$ cat src/rtl/rxs_pkg.sv
// Package: shared defaults for the receive stream buffer.
// Assumes: samples are right-aligned in SAMPLE_W bits.
package rxs_pkg;
    localparam int DEF_SAMPLE_W = 20;
    localparam int DEF_DEPTH    = 8;
endpackage

$ cat src/rtl/rxs_fifo.sv
// Module: rxs_fifo
// Circular sample store with a synchronous flush and a show-ahead read port.
// Assumes: the caller never pushes when full unless it also pops, and never
// pops when empty. DEPTH is a power of two.
module rxs_fifo #(
    parameter int WIDTH = rxs_pkg::DEF_SAMPLE_W,
    parameter int DEPTH = rxs_pkg::DEF_DEPTH,
    localparam int PTR_W = $clog2(DEPTH),
    localparam int LVL_W = $clog2(DEPTH + 1)
) (
    input  logic             clk,
    input  logic             rst_n,
    input  logic             flush,
    input  logic             push,
    input  logic             pop,
    input  logic [WIDTH-1:0] wr_data,
    output logic [WIDTH-1:0] rd_data,
    output logic [LVL_W-1:0] level,
    output logic [LVL_W-1:0] level_next
);
    logic [WIDTH-1:0] mem [DEPTH];
    logic [PTR_W-1:0] wr_ptr, rd_ptr;

    // Purpose: compute the fill level that the next edge will produce.
    always_comb begin
        if (flush)
            level_next = '0;
        else
            level_next = level + LVL_W'(push) - LVL_W'(pop);
    end

    // Purpose: advance the pointers and the level, or clear them on reset or flush.
    always_ff @(posedge clk) begin
        if (!rst_n || flush) begin
            wr_ptr <= '0;
            rd_ptr <= '0;
            level  <= '0;
        end else begin
            if (push) wr_ptr <= wr_ptr + PTR_W'(1);
            if (pop)  rd_ptr <= rd_ptr + PTR_W'(1);
            level <= level_next;
        end
    end

    // Purpose: write an accepted sample into storage.
    always_ff @(posedge clk) begin
        if (push && !flush)
            mem[wr_ptr] <= wr_data;
    end

    assign rd_data = mem[rd_ptr];

    // The fill level never exceeds DEPTH.
    assert_no_overflow_R3: assert property (@(posedge clk) disable iff (!rst_n)
        level <= LVL_W'(DEPTH));

    // A flush leaves the store empty at the next edge.
    assert_flush_empty_R2: assert property (@(posedge clk) disable iff (!rst_n)
        flush |=> (level == '0));
endmodule

$ cat src/rtl/rxs_capture.sv
// Module: rxs_capture
// Decides whether a tagged slot is stored or lost, and holds the overrun flag.
// Assumes: full and pop describe the FIFO state in the same cycle.
module rxs_capture (
    input  logic clk,
    input  logic rst_n,
    input  logic frame_strobe,
    input  logic slot_valid,
    input  logic stream_en,
    input  logic full,
    input  logic pop,
    input  logic overrun_clr,
    output logic push,
    output logic overrun
);
    logic attempt, lost;

    // Purpose: qualify the capture attempt and split it into accept or lose.
    always_comb begin
        attempt = frame_strobe && slot_valid && stream_en;
        push    = attempt && (!full || pop);
        lost    = attempt && full && !pop;
    end

    // Purpose: keep the sticky overrun flag; a new loss wins over a clear.
    always_ff @(posedge clk) begin
        if (!rst_n)
            overrun <= 1'b0;
        else if (lost)
            overrun <= 1'b1;
        else if (overrun_clr)
            overrun <= 1'b0;
    end

    // No sample is stored without a qualified, tagged slot.
    assert_push_qualified_R1: assert property (@(posedge clk) disable iff (!rst_n)
        push |-> (frame_strobe && slot_valid && stream_en));

    // The flag falls only through a clear pulse.
    assert_overrun_sticky_R8: assert property (@(posedge clk) disable iff (!rst_n)
        $fell(overrun) |-> $past(overrun_clr));

    // A loss against a full store always raises the flag.
    assert_overrun_set_R7: assert property (@(posedge clk) disable iff (!rst_n)
        (frame_strobe && slot_valid && stream_en && full && !pop) |=> overrun);
endmodule

$ cat src/rtl/rxs_drain_req.sv
// Module: rxs_drain_req
// Generates the DMA request with hysteresis: it starts at half depth and
// holds until empty.
// Assumes: level_next is the fill level that the coming edge will load.
module rxs_drain_req #(
    parameter int DEPTH = rxs_pkg::DEF_DEPTH,
    localparam int LVL_W = $clog2(DEPTH + 1),
    localparam int HALF  = DEPTH / 2
) (
    input  logic             clk,
    input  logic             rst_n,
    input  logic             dma_en,
    input  logic [LVL_W-1:0] level,
    input  logic [LVL_W-1:0] level_next,
    output logic             dma_req
);
    // Purpose: start a request at half depth and release it at empty.
    always_ff @(posedge clk) begin
        if (!rst_n)
            dma_req <= 1'b0;
        else if (!dma_en)
            dma_req <= 1'b0;
        else if (dma_req)
            dma_req <= (level_next != '0);
        else
            dma_req <= (level_next >= LVL_W'(HALF));
    end

    // A request drops only at empty or after the enable went low.
    assert_req_hold_R5: assert property (@(posedge clk) disable iff (!rst_n)
        $fell(dma_req) |-> (level == '0 || !$past(dma_en)));

    // A request never starts below half depth.
    assert_req_threshold_R4: assert property (@(posedge clk) disable iff (!rst_n)
        $rose(dma_req) |-> (level >= LVL_W'(HALF)));
endmodule

$ cat src/rtl/rx_slot_stream.sv
// Module: rx_slot_stream (top)
// One receive stream: tagged-slot capture into a FIFO, with DMA drain and
// overrun detection.
// Assumes: frame_strobe is high for one cycle per frame, and slot_valid and
// slot_data are stable while it is high.
module rx_slot_stream #(
    parameter int SAMPLE_W = rxs_pkg::DEF_SAMPLE_W,
    parameter int DEPTH    = rxs_pkg::DEF_DEPTH,
    localparam int LVL_W   = $clog2(DEPTH + 1)
) (
    input  logic                clk,
    input  logic                rst_n,
    input  logic                frame_strobe,
    input  logic                slot_valid,
    input  logic [SAMPLE_W-1:0] slot_data,
    input  logic                stream_en,
    input  logic                dma_en,
    input  logic                dma_ack,
    output logic                dma_req,
    output logic [SAMPLE_W-1:0] dma_data,
    output logic                overrun,
    input  logic                overrun_clr
);
    logic             push, pop, full;
    logic [LVL_W-1:0] level, level_next;

    // Purpose: derive the full flag and the acknowledged pop.
    always_comb begin
        full = (level == LVL_W'(DEPTH));
        pop  = dma_ack && dma_req && (level != '0) && stream_en;
    end

    rxs_capture u_capture (
        .clk          (clk),
        .rst_n        (rst_n),
        .frame_strobe (frame_strobe),
        .slot_valid   (slot_valid),
        .stream_en    (stream_en),
        .full         (full),
        .pop          (pop),
        .overrun_clr  (overrun_clr),
        .push         (push),
        .overrun      (overrun)
    );

    rxs_fifo #(.WIDTH(SAMPLE_W), .DEPTH(DEPTH)) u_fifo (
        .clk        (clk),
        .rst_n      (rst_n),
        .flush      (!stream_en),
        .push       (push),
        .pop        (pop),
        .wr_data    (slot_data),
        .rd_data    (dma_data),
        .level      (level),
        .level_next (level_next)
    );

    rxs_drain_req #(.DEPTH(DEPTH)) u_req (
        .clk        (clk),
        .rst_n      (rst_n),
        .dma_en     (dma_en),
        .level      (level),
        .level_next (level_next),
        .dma_req    (dma_req)
    );

    // An acknowledge without a request leaves the level untouched.
    assert_ack_ignored_R6: assert property (@(posedge clk) disable iff (!rst_n)
        (dma_ack && !dma_req && !push && stream_en) |=> $stable(level));
endmodule

$ cat config.mk
export PLATFORM = sky130hd
export DESIGN_NAME = rx_slot_stream
export DESIGN_NICKNAME = d
export VERILOG_FILES = /design/src/rtl/rxs_pkg.sv /design/src/rtl/rxs_fifo.sv /design/src/rtl/rxs_capture.sv /design/src/rtl/rxs_drain_req.sv /design/src/rtl/rx_slot_stream.sv
export SDC_FILE = /design/constraint.sdc
export NUM_CORES = 1
export LEC_CHECK = 0
export BUFFER_PORTS_ARGS = -buffer_cell sky130_fd_sc_hd__buf_2
export CORE_ASPECT_RATIO = 1.2
export CORE_MARGIN = 3
export CORE_UTILIZATION = 39
export DETAILED_ROUTE_END_ITERATION = 7
export GPL_TIMING_DRIVEN = 1
export PLACE_DENSITY = 0.61
export RECOVER_POWER = 25
export SYNTH_ARGS = -nofsm -noshare
export SYNTH_HDL_FRONTEND = slang
export SYNTH_HIERARCHICAL = 1
export SYNTH_SLANG_ARGS = --single-unit
$ cat constraint.sdc
create_clock -name clk -period 4.4 [get_ports clk]
set_input_delay 0.66 -clock clk [delete_from_list [all_inputs] [get_ports clk]]
set_output_delay 0.66 -clock clk [all_outputs]
set_load 0.02 [all_outputs]
# --- After elaboration in Yosys (flattened, before gate mapping) ---
# Memories as Yosys holds them, arrays and structs flattened. A register that Yosys moved wholly into a read port is not among the register bits.
# Index checks and enable logic that the tools add are counted.
totals:
  reg_bits: 12
  ram_bits: 160
  output_inout_bits: 22
  wordCells: 39
  memories: 1
classes:
  addsub: 4
  n_lt_le_gt_ge: 1
  n_eq_ne: 1
  muxes: 8
  n_reduce_logical: 19
memory_table:
  columns: ["name", "depth", "width", "rd", "rd_clocked_by_memory_dff", "write_ports", "line_no", "text"]
  rows:
  - ["u_fifo.mem", 8, 20, 1, 1, 1, "rxs_fifo.sv:21", "logic [WIDTH-1:0] mem [DEPTH];"]
op_table:
  columns: ["cell", "count"]
  rows:
  - ["logical AND 1 bit", 9]
  - ["nonzero test 4 bit", 2]
  - ["adder 3 x 1 -> 3 bit, second input constant", 2]
  - ["2-to-1 mux 3 bit", 2]
  - ["2-to-1 mux 1 bit", 5]
  - ["adder 4 x 1 -> 4 bit", 1]
  - ["== test 4 bit, second input constant", 1]
  - [">= comparator 4 x 3 -> 1 bit, second input constant", 1]
  - ["logical NOT 1 bit", 4]
  - ["2-to-1 mux 4 bit", 1]
  - ["subtractor 4 x 1 -> 4 bit", 1]
  - ["logical OR 1 bit", 2]
  - ["AND reduction 2 bit", 1]
  - ["nonzero test 2 bit", 1]

# --- Depth between registers and ports, before layout ---
depth:
  depth_word: 10
  mapped_depth: 10
  ltp_nobuf: 10

# --- Cells and area by module ---
# The synthesis kept the hierarchy.
by_module_without_submodules:
  columns: ["module", "n_inst", "cells_per_inst", "area_each_um2"]
  rows:
  - ["rxs_fifo", 1, 302, 6792.8]
  - ["rxs_capture", 1, 7, 57.6]
  - ["rxs_drain_req", 1, 5, 37.5]
  - ["rx_slot_stream", 1, 5, 27.5]

# --- Least setup slack after synthesis ---
# OpenSTA, ideal clock, no wires.
synth_path:
  path_type: "input to register"
  from: "in stream_en"
  to: "mem u_fifo/mem[0][0] (netlist name), enable pin"
  setup_ns: 0.448
  arrival_ns: 3.583
  required_time_ns: 3.952
  slack_ns: 0.369
  path_stages: 6
  path_buffers: 0
  path_cell_list: "nand3_1 > nor2_1 > inv_1 > a21oi_1 > nand2b_1 > nor4_1"
synth_between:
  elab_chain_cells: 6
  elab_cells_between_ends: 7
  classes_between: "2 x mux; 5 x reduce/logical"
synth_rtl:
  columns: ["item", "line_no", "text"]
  rows:
  - ["start, declared", "rx_slot_stream.sv:16", "input logic stream_en,"]
  - ["logical AND 1 bit", "rx_slot_stream.sv:30", "pop = dma_ack && dma_req && (level != '0) && stream_en;"]
  - ["named net pop", "rx_slot_stream.sv:24", "logic push, pop, full;"]
  - ["logical OR 1 bit", "rxs_capture.sv:21", "push = attempt && (!full || pop);"]
  - ["logical AND 1 bit", "rxs_capture.sv:21", null]
  - ["named net push", "rx_slot_stream.sv:24", null]
  - ["logical AND 1 bit", "rxs_fifo.sv:47", "if (push && !flush)"]
  - ["2-to-1 mux 1 bit", "rxs_fifo.sv:47", null]
  - ["2-to-1 mux 1 bit (not written as such)", "rxs_fifo.sv:48", "mem[wr_ptr] <= wr_data;"]
  - ["end, declared", "rxs_fifo.sv:21", null]
# The timed path passes the listed nets, and every way through them passes these cells.

==> results.tsv <==
stage	metric	value	unit
status	status	complete, no violations	
yosys	leading area contributor after synthesis	edfxtp_1	
floorplanning	die height	151.9	µm
global_routing	first-pass GRT wire length	19580	µm
floorplanning	DIE AREA	19370	µm²
flow_run	max cap viols	0	
finish	share of cells above drive strength 1	0.2743	
clock_network	Post-CTS Setup Inserts	0	
yosys	commonest cells in the netlist	edfxtp_1 (160), mux4_1 (40), mux2_2 (20)	
finish	fillers	1431	
routing	routed wl met3	389	µm
sta	setup_tns	0	ns
global_routing	antenna violations before repair	0	
routing	post-route ant nets	0	
power_and_ir_drop	Internal Pwr Total	2.669	mW
sta	endpoints failing setup	0	
clock_network	CTS tree	done	
routing	routed vias/inst	5.183	
power_and_ir_drop	LEAKAGE	2.646	nW
routing	DR DRC count	0	
yosys	top post-synthesis cells by area	edfxtp_1 (69%), mux4_1 (15%), dfxtp_1 (4.3%), mux2_2 (3.3%), ha_1 (1.1%)	
clock_network	CTS Root Cell	clkbuf_16	
sta	Pins Over Slew Limit	0	
sta	Min Hold Slack	0.4593	ns
global_routing	grt total ovfl	0	
sta	Worst-Margin Slew	1.167	ns
sta	min Tclk post-route	3.348	ns
place	Port Buffers	49	
place	gpl congestion	0.7195	
yosys	yosys warns	6	
power_and_ir_drop	pwr dens	411.5	nW/µm²
floorplanning	core area	17110	µm²
sta	FMAX	298.7	MHz
routing	Met2 Routed Length	6554	µm
power_and_ir_drop	Net Sw Power	642.3	µW
yosys	Seq cells post-synth	175	
routing	routed metal-1 wire length	5260	µm
finish	synthesis-to-layout area growth	16.36	%
finish	post-layout util	0.4702	
yosys	sequential share of the synthesized area	0.7382	
power_and_ir_drop	Clock Power Share	0.435	
worst_setup_path	CP required	3.74	ns
yosys	library cells used by synthesis	29	
clock_network	H-tree lvl count	4	
routing	DR WL/cell	20.03	µm
yosys	Post-Syn Area	6915	µm²
floorplanning	die width	127.6	µm
yosys	post-synth top area share	0.6948	
yosys	Post-Syn Nets	354	
yosys	most numerous cell in the Yosys netlist	edfxtp_1	
floorplanning	row count	52	
clock_network	Skew-Pair Late Insertion Delay	0.42	ns
power_and_ir_drop	Max VDD drop	253.1	µV
clock_network	clk sink count	175	
place	Detailed Place HPWL	7775	µm
power_and_ir_drop	Seq pwr share	0.549	
clock_network	cts repair resizes	0	
routing	Iter 0 DRT Violations	199	
sta	Hold Vio Cnt, Final	0	
global_routing	vias in the first global route	3429	
finish	# diodes	0	
clock_network	CTS clk-pin slew, worst paths	0.06	ns
finish	layout net count	423	
clock_network	Hold Buf Count CTS	0	
sta	share of the clock period used by the worst path	0.7609	
hold_path	HP Class	in -> reg	
sta	Max transition margin	0.2206	
clock_network	CTS Buf Count	17	
routing	vias	3198	
clock_network	clock tree buffer depth	2	
floorplanning	Initial Util	0.4041	
sta	Clock Skew	0.005743	ns
yosys	EDFF count, synth	160	
power_and_ir_drop	Sw Share	0.1940	
yosys	ys flop type	edfxtp_1	
yosys	Syn Inst Count	319	
sta	RSZ-0062 raised after global routing	false	
worst_setup_path	Critical Path End Type	output pin	
worst_setup_path	CP Launch Type	flip-flop	
routing	DRT Pass-1 Iters	4	
worst_setup_path	Worst Path Max Fanout	29	
global_routing	GRT Util Overall	0.1361	
floorplanning	# IOs	50	
yosys	Syn Area/Cell	21.68	µm²
power_and_ir_drop	Logic pwr share	0.016	
global_routing	pin count of the biggest net entering global routing	41	
worst_setup_path	critical path arrival	2.69	ns
worst_setup_path	crit path kind	reg -> out	
routing	DR top layer	met4	
yosys	ys async rst share	0	
routing	final WL	12360	µm
[flip-flops by register name (all words and copies together) (netlist names), named ones only]
register	count
u_fifo/mem	160
u_capture/overrun	1
u_fifo/rd_ptr	3
u_fifo/wr_ptr	3
u_req/dma_req	1
u_fifo/level	4
[metrics by stage]
step           setup slack [ns]  instances  power [mW]  area [µm²]
2_1_floorplan            0.3692        319       1.872        6915
3_3_place_gp              1.167        585       1.908        7492
3_5_place_dp              1.136        585       1.910        7492
4_1_cts                  0.9970        617       3.347        8064
5_1_grt                  0.9165        617       3.424        8046
6_report                  1.052        617       3.311        8046
[power groups by stage]
stage	registers (mW)	clock network, mW	logic (mW)
2_1_floorplan	1.85	0	0.0182
3_3_place_gp	1.85	0	0.0545
3_5_place_dp	1.85	0	0.0569
4_1_cts	1.82	1.47	0.0570
5_1_grt	1.82	1.55	0.0605
6_report	1.82	1.44	0.0538
[critical path, cell delays in order, from the launching register on]
cell	delay [ns]
dfxtp_2	0.94
buf_4	0.31
mux4_1	0.58
mux2_2	0.28
buf_2	0.16
[area by class of cell]
class                   count  area [µm²]  share of cell area
clock buffers              18       429.2             0.05334
clock inverters            14       142.6             0.01773
inverters                   7       26.28            0.003265
multi-input cells         123        1732              0.2152
flip-flops and latches    175        5106              0.6346
well taps                 216       270.3             0.03359
repair buffers             64       340.3             0.04230
[worst paths after layout]
check,end,cells after the start,slack (ns),startpoint
setup / recovery,dma_data[13],4,1.05,flip-flop
hold / removal,u_req/dma_req,3,0.46,dma_en
setup reg to reg,u_fifo/mem[7][19],7,1.54,u_fifo/level[1]
hold reg to reg,u_capture/overrun,2,0.49,u_capture/overrun
[cell usage in the layout, fill, tap and decap left out, types with 5 or more instances in the layout]
cell type  instances
a21oi_1            5
buf_2             35
buf_4             15
clkbuf_1          15
clkbuf_16         17
dfxtp_1           14
edfxtp_1         160
ha_1               6
inv_1              7
mux2_2            20
mux4_1            40
nor2_1            10
[routing by layer]
layer | up-vias | GRT usage
li1 | 1480 | -
met1 | 1657 | 0.1688
met2 | 51 | 0.2306
met3 | 10 | 0.04143
met4 | 0 | 0.03883
met5 | - | 0
[cells by family (layout without fill, tap and decap cells)]
group           count (synthesis)  after routing  share of synthesized area
compound gates                  9              9                   0.007418
fa+ha+maj                       7              7                    0.01375
xor+xnor                        5              5                   0.006334
simple gates                   40             40                    0.03003
buf+inv                        21            103                    0.01683
mux                            62             62                     0.1874
flops                         175            175                     0.7382
Power figures use the tool's default switching activity.
